## config.mk

```make
export PLATFORM = sky130hd
export DESIGN_NAME = flash_status_rpt
export DESIGN_NICKNAME = d
export VERILOG_FILES = /design/src/rtl/flash_status_pkg.sv /design/src/rtl/stat_toggle.sv /design/src/rtl/stat_limit.sv /design/src/rtl/stat_encode.sv /design/src/rtl/flash_status_rpt.sv
export SDC_FILE = /design/constraint.sdc
export NUM_CORES = 1
export LEC_CHECK = 0
export BUFFER_PORTS_ARGS = -buffer_cell sky130_fd_sc_hd__buf_4
export CORE_AREA = 8 8 45 47
export CTS_CLUSTER_SIZE = 40
export DETAILED_ROUTE_END_ITERATION = 10
export DIE_AREA = 0 0 53 55
export PLACE_DENSITY = 0.62
export SYNTH_ARGS = -nofsm -noshare
export SYNTH_HDL_FRONTEND = slang
export SYNTH_HIERARCHICAL = 1
export SYNTH_SLANG_ARGS = --single-unit
```

## constraint.sdc

```tcl
create_clock -name clk -period 2.05 [get_ports clk]
set_input_delay 0.1025 -clock clk [delete_from_list [all_inputs] [get_ports clk]]
set_output_delay 0.1025 -clock clk [all_outputs]
set_load 0.1 [all_outputs]
```

## src/rtl/flash_status_pkg.sv

```systemverilog
package flash_status_pkg;
  // Positions of the status bits in the returned word
  localparam int unsigned POLL_BIT   = 7;
  localparam int unsigned TOGA_BIT   = 6;
  localparam int unsigned LIMIT_BIT  = 5;
  localparam int unsigned TOGB_BIT   = 2;
  localparam int unsigned STATUS_MIN = 8;

  // Index of each toggle cell
  localparam int unsigned TOG_ANY    = 0;
  localparam int unsigned TOG_SECT   = 1;
  localparam int unsigned TOG_COUNT  = 2;
endpackage

```

## src/rtl/stat_toggle.sv

```systemverilog
module stat_toggle (
  input  logic clk,
  input  logic rst_n,
  input  logic run,
  input  logic adv,
  output logic tog_q
);
  always_ff @(posedge clk or negedge rst_n) begin
    if (!rst_n)      tog_q <= 1'b0;
    else if (!run)   tog_q <= 1'b0;
    else if (adv)    tog_q <= ~tog_q;
  end

  // an advancing read inverts the state while the operation continues
  assert_flip_on_read_R5: assert property (@(posedge clk) disable iff (!rst_n)
    (run && adv) |=> (!run || tog_q != $past(tog_q)));

  // no advance, no change
  assert_hold_no_read_R6: assert property (@(posedge clk) disable iff (!rst_n)
    (run && !adv) |=> (!run || $stable(tog_q)));
endmodule

```

## src/rtl/stat_limit.sv

```systemverilog
module stat_limit (
  input  logic clk,
  input  logic rst_n,
  input  logic run,
  input  logic over,
  output logic flag
);
  logic seen_q;

  always_ff @(posedge clk or negedge rst_n) begin
    if (!rst_n)            seen_q <= 1'b0;
    else if (!run)         seen_q <= 1'b0;
    else if (over)         seen_q <= 1'b1;
  end

  assign flag = run && (seen_q || over);

  // once reported, the flag persists until the operation ends
  assert_limit_sticky_R8: assert property (@(posedge clk) disable iff (!rst_n)
    (run && over) |=> (!run || flag));
endmodule

```

## src/rtl/stat_encode.sv

```systemverilog
module stat_encode
  import flash_status_pkg::*;
#(
  parameter int unsigned DW = 8
) (
  input  logic          busy,
  input  logic          erase,
  input  logic          data_msb,
  input  logic          tog_any,
  input  logic          tog_sect,
  input  logic          limit,
  input  logic [DW-1:0] array_q,
  output logic [DW-1:0] word
);
  logic [DW-1:0] status;

  always_comb begin
    status            = '0;
    status[POLL_BIT]  = erase ? 1'b0 : ~data_msb;
    status[TOGA_BIT]  = tog_any;
    status[LIMIT_BIT] = limit;
    status[TOGB_BIT]  = tog_sect;
  end

  assign word = busy ? status : array_q;
endmodule

```

## src/rtl/flash_status_rpt.sv

```systemverilog
module flash_status_rpt
  import flash_status_pkg::*;
#(
  parameter int unsigned DW = 8
) (
  input  logic          clk,
  input  logic          rst_n,
  input  logic          op_busy,
  input  logic          op_erase,
  input  logic [DW-1:0] prog_data,
  input  logic          time_over,
  input  logic          rd_stb,
  input  logic          sect_hit,
  input  logic [DW-1:0] array_q,
  output logic [DW-1:0] rd_data,
  output logic          ready
);
  localparam int unsigned MSB = DW - 1;

  logic [TOG_COUNT-1:0] adv;
  logic [TOG_COUNT-1:0] tog;
  logic                 limit;

  initial begin
    if (DW < STATUS_MIN) $error("DW must hold the status bits");
  end

  always_comb begin
    adv           = '0;
    adv[TOG_ANY]  = rd_stb;
    adv[TOG_SECT] = rd_stb && sect_hit && op_erase;
  end

  for (genvar g = 0; g < TOG_COUNT; g++) begin : g_tog
    stat_toggle u_tog (
      .clk   (clk),
      .rst_n (rst_n),
      .run   (op_busy),
      .adv   (adv[g]),
      .tog_q (tog[g])
    );
  end

  stat_limit u_limit (
    .clk   (clk),
    .rst_n (rst_n),
    .run   (op_busy),
    .over  (time_over),
    .flag  (limit)
  );

  stat_encode #(.DW(DW)) u_enc (
    .busy     (op_busy),
    .erase    (op_erase),
    .data_msb (prog_data[MSB]),
    .tog_any  (tog[TOG_ANY]),
    .tog_sect (tog[TOG_SECT]),
    .limit    (limit),
    .array_q  (array_q),
    .word     (rd_data)
  );

  assign ready = ~op_busy;

  // idle reads pass array data
  assert_idle_pass_R1: assert property (@(posedge clk) disable iff (!rst_n)
    (!op_busy) |-> (rd_data == array_q && ready));

  // busy withdraws ready
  assert_busy_not_ready_R2: assert property (@(posedge clk) disable iff (!rst_n)
    op_busy |-> !ready);

  // erase polls as zero
  assert_erase_poll_R4: assert property (@(posedge clk) disable iff (!rst_n)
    (op_busy && op_erase) |-> !rd_data[POLL_BIT]);

  // sector toggle holds during a program
  assert_sect_hold_prog_R7: assert property (@(posedge clk) disable iff (!rst_n)
    (op_busy && !op_erase) |=> (!op_busy || $stable(rd_data[TOGB_BIT])));
endmodule

```

# ---- Word level (Yosys, flattened, before mapping)
# Cells that the tools add are included.
dict set report totals {
  register_bits 3
  inputBits 23
  wordCells 22
}
dict set report classes {
  n_bitwise 4
  reduce_logical 4
  eq_ne 3
  mux 8
}
# operator n
set ops {}
lappend ops {{$mux W8} 1}
lappend ops {{$mux W1} 7}
lappend ops {{$ne A2 B1 Y1 const B} 3}
lappend ops {{$not A1 Y1} 4}
lappend ops {{$logic_and A1 B1 Y1} 3}
lappend ops {{$logic_or A1 B1 Y1} 1}

# ---- Longest topological paths before layout
# Gate-level depths: netlist of the first run.
dict set report logic_depth {
  ltp_word 4
  ltp_mapped 3
}

# ---- Hierarchy
# Netlist of the first run, hierarchy kept.
# module instances cells_per_inst seq_area_each_um2 area_each_um2
set modules_own_cells {}
lappend modules_own_cells {stat_encode 1 10 0.0 110.1}
lappend modules_own_cells {stat_toggle 2 3 25.0 40.0}
lappend modules_own_cells {stat_limit 1 3 25.0 40.0}
lappend modules_own_cells {flash_status_rpt 1 2 0.0 10.0}

# ---- Worst setup path before layout of the first run
# OpenSTA, ideal clock, no wires.
dict set report synth_path {
  path_type {register -> output}
  start {reg u_limit.seen_q}
  end {out rd_data[5]}
  path_slack_ps 1050
  n_path_buf 0
  stages_incl_launch_ff 3
  t_arrival_ps 897
  path_cell_list {dfrtp_1 -> o21a_1 -> mux2_4}
}
dict set report synth_via {
  elab_chain_len 3
}
# item line_no
set synth_lines {}
lappend synth_lines {{start: declaration} stat_limit.sv:8} ;# logic seen_q;
lappend synth_lines {{start signal: assignment} stat_limit.sv:11} ;# if (!rst_n) seen_q <= 1'b0;
lappend synth_lines {{start signal: assignment} stat_limit.sv:12} ;# else if (!run) seen_q <= 1'b0;
lappend synth_lines {{start signal: assignment} stat_limit.sv:13} ;# else if (over) seen_q <= 1'b1;
lappend synth_lines {{$logic_or A1 B1 Y1} stat_limit.sv:16} ;# assign flag = run && (seen_q || over);
lappend synth_lines {{$logic_and A1 B1 Y1} stat_limit.sv:16}
lappend synth_lines {{via limit} flash_status_rpt.sv:22} ;# logic limit;
lappend synth_lines {{$mux W8} stat_encode.sv:25} ;# assign word = busy ? status : array_q;
lappend synth_lines {{end: declaration} flash_status_rpt.sv:15} ;# output logic [DW-1:0] rd_data,
# The timed path passes the listed nets, and every way through them passes these cells.

# ---- Worst setup path in the final report of the first run
# Ends and elaborated chain as after synthesis.

==> reports/results.txt, run 1 <==
critical path capture point type -> output port
via count normalized by instance count -> 3.89
share of Yosys cell area claimed by the top area cell type -> 31.3%
Boundary Pins -> 32
Final min period -> 1.35 ns
Hold Vio Cnt, Final -> 0
initial antenna violation count -> 0
total number of nets in the final design -> 73
type of origin of the critical path -> register
Fin Clk Skew -> 0 ns
clk_lat worst skew -> 0.23 ns
sequential cell area in the final layout -> 75.1 µm²
Antenna Cells -> 0
category of the critical setup timing path -> register to output port
share of final-layout standard cells stronger than drive strength 1 -> 71.4%
area added between synthesis and finish -> 93.8%
Via Count -> 253
standard-cell row count -> 14
cells taking the most area after synthesis -> dfrtp_1, mux2_4, and2b_2
horizontal extent of the die -> 53 µm
clock-pin slew on the worst setup and hold paths -> 0.04 ns
worst-margin pin slew -> 0.283 ns
post-synthesis sequential element count -> 3
Initial Util -> 17.4%
TritonCTS clock tree -> built
maximum number of buffers from clock root to sink -> 2
largest net degree at the start of global routing -> 14
average routed wire per standard cell -> 11.0 µm
Synth Warn # -> 6
power per cell area -> 712 nW/µm²
area taken by multi-input logic gates -> 150 µm²
Sink Count -> 3
number of buffers inserted during clock tree synthesis -> 3
global-route usage over all layers -> 5.31%
H-Tree Level Count -> 1
Static Leak -> 0.000265 µW
upper clock frequency limit -> 740 MHz
Maximum Capacitance Violations -> 0
synthesized area -> 240 µm²
Max-slew headroom -> 81.3%
height of the die -> 55 µm
total iterations of the first detailed-routing run -> 2
CP Data Required Time -> 1.95 ns
Root Driver -> clkbuf_4
critical-path maximum fanout -> 2
count of buffers inserted at the top-level ports -> 24
number of DRC markers in iteration 0 -> 1
Crit path arrival time -> 1.25 ns
number of filler instances in the final layout -> 154
Hold Crit Class -> primary input to register
post-cts sizing count -> 0
unrepaired setup endpoints after global routing -> false
Worst R2R Path Depth -> 2
dominant cell type by area after synthesis -> dfrtp_1
setup repair bufs after CTS -> 0
number of max-slew violations in the final report -> 0
ratio of final minimum period to clock period -> 65.9%
final sum of negative setup slack -> 0 ns
final estimated routing congestion in global placement -> 0.665
total nets after synthesis -> 44
count of unique library cells instantiated by Yosys -> 10
detailed-route DRC error count -> 0
Die Footprint -> 2920 µm²
antenna-violating nets left -> 0
overall overflow remaining after global route -> 0
via count of the first global-routing pass -> 258
VDD IR-drop max -> 263 µV
post-synthesis instance total -> 21
area of the core -> 1380 µm²
synthesized area per cell -> 11.4 µm²
hold-critical path depth -> 2
wire length of the first global-routing pass -> 1.06 mm
total routed wirelength -> 713 µm
hold slack final -> 0.0958 ns
portion of the post-synthesis area used by sequential elements -> 31.3%
# setup viols final -> 0
outcome -> complete, no violations
Worst R2R Setup Slack -> 1.26 ns
## critical path, cell delays in order, from the launching register on
cell and delay, ns:
dfrtp_1 0.37, o21a_1 0.17, mux2_4 0.25, buf_4 0.23
## what timing repair did
| action | in CTS | in global routing |
|---|---|---|
| hold buffers | 1 | 0 |
| hold endpoints to repair | 3 | 0 |
| endpoints found under the setup margin | 0 | 0 |
## sequential cells by signal (all words and copies together), names as in the netlist
name / flops
u_limit/seen_q: 1
g_tog.u_tog/tog_q: 2
## where the power goes
part	internal [µW]	switching, µW
registers	64.1	2.87
logic	53.4	108
clock network	72.9	29.6
total	190	141
## metrics by stage
step | instance area, µm² | utilization, % | cells | total power (µW) | setup WS [ns]
finish | 465 | 33.6 | 65 | 331 | 0.699
floorplan | 240 | - | 21 | 187 | 1.05
detailed placement | 429 | 31.0 | 60 | 230 | 0.939
global route | 465 | 33.6 | 65 | 351 | 0.662
CTS | 465 | 33.6 | 65 | 340 | 0.684
global placement | 429 | 31.0 | 60 | 229 | 0.944
## routing by layer
layer / track usage, % / vias up / part of all wire [%]
met5: 0 / - / 0
met4: 3.88 / 0 / 0
met3: 4.55 / 0 / 21
met2: 8.79 / 15 / 52
met1: 3.98 / 112 / 26
li1: - / 126 / -
## synth_stat cells
| library cell | number |
|---|---|
| and3_1 | 1 |
| nor2_1 | 1 |
| and2_1 | 2 |
| dfrtp_1 | 3 |
| xor2_1 | 2 |
| buf_6 | 1 |
| o21a_1 | 2 |
| inv_1 | 1 |
| and2b_2 | 4 |
| mux2_4 | 4 |
## path summary, 6_finish.rpt
| kind | start | endpoint |
|---|---|---|
| worst min-delay path | time_over | u_limit/seen_q$_DFFE_PN0P_ |
| max in group asynchronous | rst_n | g_tog[1].u_tog/tog_q$_DFFE_PN0P_ |
| worst min register to register | u_limit/seen_q$_DFFE_PN0P_ | u_limit/seen_q$_DFFE_PN0P_ |
| worst max-delay path | u_limit/seen_q$_DFFE_PN0P_ | rd_data[5] |
| worst max register to register | g_tog[1].u_tog/tog_q$_DFFE_PN0P_ | g_tog[1].u_tog/tog_q$_DFFE_PN0P_ |
| min in group asynchronous | rst_n | u_limit/seen_q$_DFFE_PN0P_ |
## cell usage in the layout (no fill, tap or decap)
cell / synthesis / final
buf_4: 0 / 24
and3_1: 1 / 1
nor2_1: 1 / 1
clkbuf_4: 0 / 3
dlygate4sd3_1: 0 / 1
inv_1: 1 / 1
mux2_4: 4 / 4
and2b_2: 4 / 4
clkbuf_1: 0 / 1
xor2_1: 2 / 2
dfrtp_1: 3 / 3
o21a_1: 2 / 2
and2_1: 2 / 2
## logic make-up (layout without fill, tap and decap cells)
logic type / count (synthesis) / in the layout / share of synthesized area, %
AO/OA/AOI/OAI: 2 / 2 / 6.25
XOR/XNOR: 2 / 2 / 7.29
buffers and inverters: 2 / 30 / 6.25
flip-flops: 3 / 3 / 31.2
multiplexers: 4 / 4 / 25.0
AND/OR/NAND/NOR: 8 / 8 / 24.0
## cell type report
type | count | area share [%]
Tap cell | 16 | 4.30
Timing Repair Buffer | 25 | 40.9
Clock buffer | 4 | 5.65
Sequential cell | 3 | 16.1
Inverter | 1 | 0.806
Multi-Input combinational cell | 16 | 32.3
Power figures use the tool's default switching activity.
==> inputs of run 2 (changes only) <==
--- a/config.mk
+++ b/config.mk
@@ -10,7 +10,7 @@
 export CTS_CLUSTER_SIZE = 40
 export DETAILED_ROUTE_END_ITERATION = 10
 export DIE_AREA = 0 0 53 55
-export PLACE_DENSITY = 0.62
+export PLACE_DENSITY = 0.64
 export SYNTH_ARGS = -nofsm -noshare
 export SYNTH_HDL_FRONTEND = slang
 export SYNTH_HIERARCHICAL = 1
==> constraint.sdc (replaced) <==
create_clock -name clk -period 1.2 [get_ports clk]
set_input_delay 0.06 -clock clk [delete_from_list [all_inputs] [get_ports clk]]
set_output_delay 0.06 -clock clk [all_outputs]
set_load 0.1 [all_outputs]
==> reports/results.txt, run 2 (synthesis gave the netlist of run 1 again) <==
Post-Place Setup Slack -> 0.130 ns (-0.808 ns)
violated checks -> setup timing
delay contributed by the slowest stage of the critical path -> 0.37 ns (about the same)
height of the die -> 55 µm (unchanged)
commonest non-fill, non-tap cells in the layout -> buf_4, mux2_4, and2b_2
setup ws final -> -0.0647 ns (-0.764 ns)
VDD IR-drop max -> 399 µV (+52%)
# setup viols final -> 1 (+1)
largest net degree at the start of global routing -> 14 (unchanged)
average routed wire per standard cell -> 10.8 µm (-1.2%)
post-route standard cell area excluding fillers -> 485 µm² (+4.3%)
total routed wirelength -> 715 µm (+0.28%)
largest registers -> g_tog.u_tog/tog_q x2, u_limit/seen_q x1
detailed-route DRC error count -> 0 (unchanged)
unrepaired setup endpoints after global routing -> true
slowest cell on the critical path -> dfrtp_1
Net Sw Frac -> 41.9% (-0.64 points)
number of DRC markers in iteration 0 -> 0 (-1)
Hold Vio Cnt, Final -> 0 (unchanged)
maximum number of buffers from clock root to sink -> 2 (unchanged)
register containing the most flip-flops in the final layout -> g_tog.u_tog/tog_q
ratio of final minimum period to clock period -> 105%
initial antenna violation count -> 0 (unchanged)
clk_lat worst skew -> 0.23 ns (about the same)
Bufs and invs on worst path -> 1 (unchanged)
power per cell area -> 1190 nW/µm² (+67%)
via count normalized by instance count -> 3.79 (-2.7%)
sequential share of power -> 19.8% (-0.4 points)
critical path capture point type -> output port
Sink Count -> 3 (unchanged)
Initial Util -> 17.4% (unchanged)
Boundary Pins -> 32 (unchanged)
antenna-violating nets left -> 0 (unchanged)
cell-internal power -> 335 µW (+76%)
worst-margin pin slew -> 0.283 ns (+0.0000488 ns)
clock network fraction of design power -> 30.2% (-0.7 points)
clock-pin slew on the worst setup and hold paths -> 0.04 ns (about the same)
Placed Area -> 429 µm² (unchanged)
critical-path maximum fanout -> 2 (unchanged)
share of final-layout standard cells stronger than drive strength 1 -> 72.0% (+0.57 points)
total iterations of the first detailed-routing run -> 1 (-1)
Via Count -> 250 (-1.2%)
Cell Chain, Critical Path -> o21a_1 -> mux2_4 -> buf_12
commonest non-fill, non-tap cell in the layout -> buf_4
horizontal extent of the die -> 53 µm (unchanged)
Die Footprint -> 2920 µm² (unchanged)
count of buffers inserted at the top-level ports -> 24 (unchanged)
Hold Crit Class -> primary input to register
Final min period -> 1.26 ns
delay-heaviest family, CP -> flip-flops
Max-slew headroom -> 81.3% (about the same)
outcome -> finished, violations left
Root Driver -> clkbuf_4
area of the core -> 1380 µm² (unchanged)
Fin Clk Skew -> 0 ns (unchanged)
number of buffers inserted during clock tree synthesis -> 3 (unchanged)
wire length of the first global-routing pass -> 910 µm (-14%)
Static Leak -> 0.000274 µW (+3.5%)
H-Tree Level Count -> 1 (unchanged)
area added between synthesis and finish -> 102%
global-route usage over all layers -> 4.65% (-0.66 points)
Design Power -> 577 µW (+74%)
number of max-slew violations in the final report -> 0 (unchanged)
type of origin of the critical path -> register
final estimated routing congestion in global placement -> 0.674 (+1.4%)
Maximum Capacitance Violations -> 0 (unchanged)
combinational fraction of design power -> 50.1% (+1.3 points)
Sw Pwr -> 242 µW (+72%)
Crit path arrival time -> 1.20 ns (-0.05 ns)
flip-flop count of the largest register, all copies and words added -> 2 (unchanged)
Finished Core Util -> 35.1% (+1.4 points)
TritonCTS clock tree -> built
overall overflow remaining after global route -> 0 (unchanged)
via count of the first global-routing pass -> 232 (-10%)
final sum of negative setup slack -> -0.0647 ns (-0.0647 ns)
upper clock frequency limit -> 791 MHz
Antenna Cells -> 0 (unchanged)
total number of nets in the final design -> 74 (+1.4%)
CP Data Required Time -> 1.14 ns (-0.81 ns)
standard-cell row count -> 14 (unchanged)
category of the critical setup timing path -> register to output port
==> run 2: cell count changes in the layout (fill, tap and decap cells not counted) <==
| cell | previous run | this run |
|---|---|---|
| buf_12 | 0 | 1 |
==> run 2: per-stage QoR <==
stage                     instances  hold slack, ns
after floorplan                  21          -0.236
after global placement           60          -0.149
after detailed placement         60          -0.147
after CTS                        65          0.0487
after global routing             66          0.0552
final                            66          0.0557
==> run 2: routing by layer <==
layer | track usage (%) | vias to the layer above | part of all wire [%]
li1 | - | 126 | -
met3 | 4.01 | 0 | 24
met5 | 0 | - | 0
met1 | 3.36 | 107 | 30
met2 | 7.03 | 17 | 46
met4 | 5.17 | 0 | 0
==> run 2: power groups by stage <==
stage | Sequential [µW] | Combinational [µW] | Clock [µW]
after floorplan | 115 | 205 | 0
after global placement | 115 | 275 | 0
after detailed placement | 115 | 276 | 0
after CTS | 114 | 288 | 184
after global routing | 115 | 299 | 189
final | 114 | 289 | 174
==> run 2: final timing paths <==
check                                                 startpoint                               end  slack, ns  depth (start not counted)
worst max-delay path                  u_limit/seen_q$_DFFE_PN0P_                        rd_data[5]      -0.06                          3
worst min-delay path                                   time_over        u_limit/seen_q$_DFFE_PN0P_       0.06                          2
worst max register to register  g_tog[1].u_tog/tog_q$_DFFE_PN0P_  g_tog[1].u_tog/tog_q$_DFFE_PN0P_       0.42                          2
worst min register to register        u_limit/seen_q$_DFFE_PN0P_        u_limit/seen_q$_DFFE_PN0P_       0.56                          2
max in group asynchronous                                  rst_n        u_limit/seen_q$_DFFE_PN0P_       0.95                          2
min in group asynchronous                                  rst_n  g_tog[0].u_tog/tog_q$_DFFE_PN0P_       0.16                          2
==> run 2: worst register-to-register path: cells and delay by family, from the launching register on <==
family	cells	cell delay [ns]
flops	1	0.38
simple gates	1	0.15
xor+xnor	1	0.14
==> run 2: area by class of cell <==
cell class	instances	area, µm²
fill	154	898
inverter	1	3.75
sequential	3	75.1
tap	16	20.0
clock buffer	4	26.3
timing repair buffer	26	210
multi-input combinational	16	150
==> run 2: what timing repair did <==
item	4_1_cts	5_1_grt
endpoints found under the setup margin	1	1
pin swaps	0	0
endpoints found under the hold margin	3	0
gates resized for setup	3	0
setup buffers	0	1
hold buffers	1	0
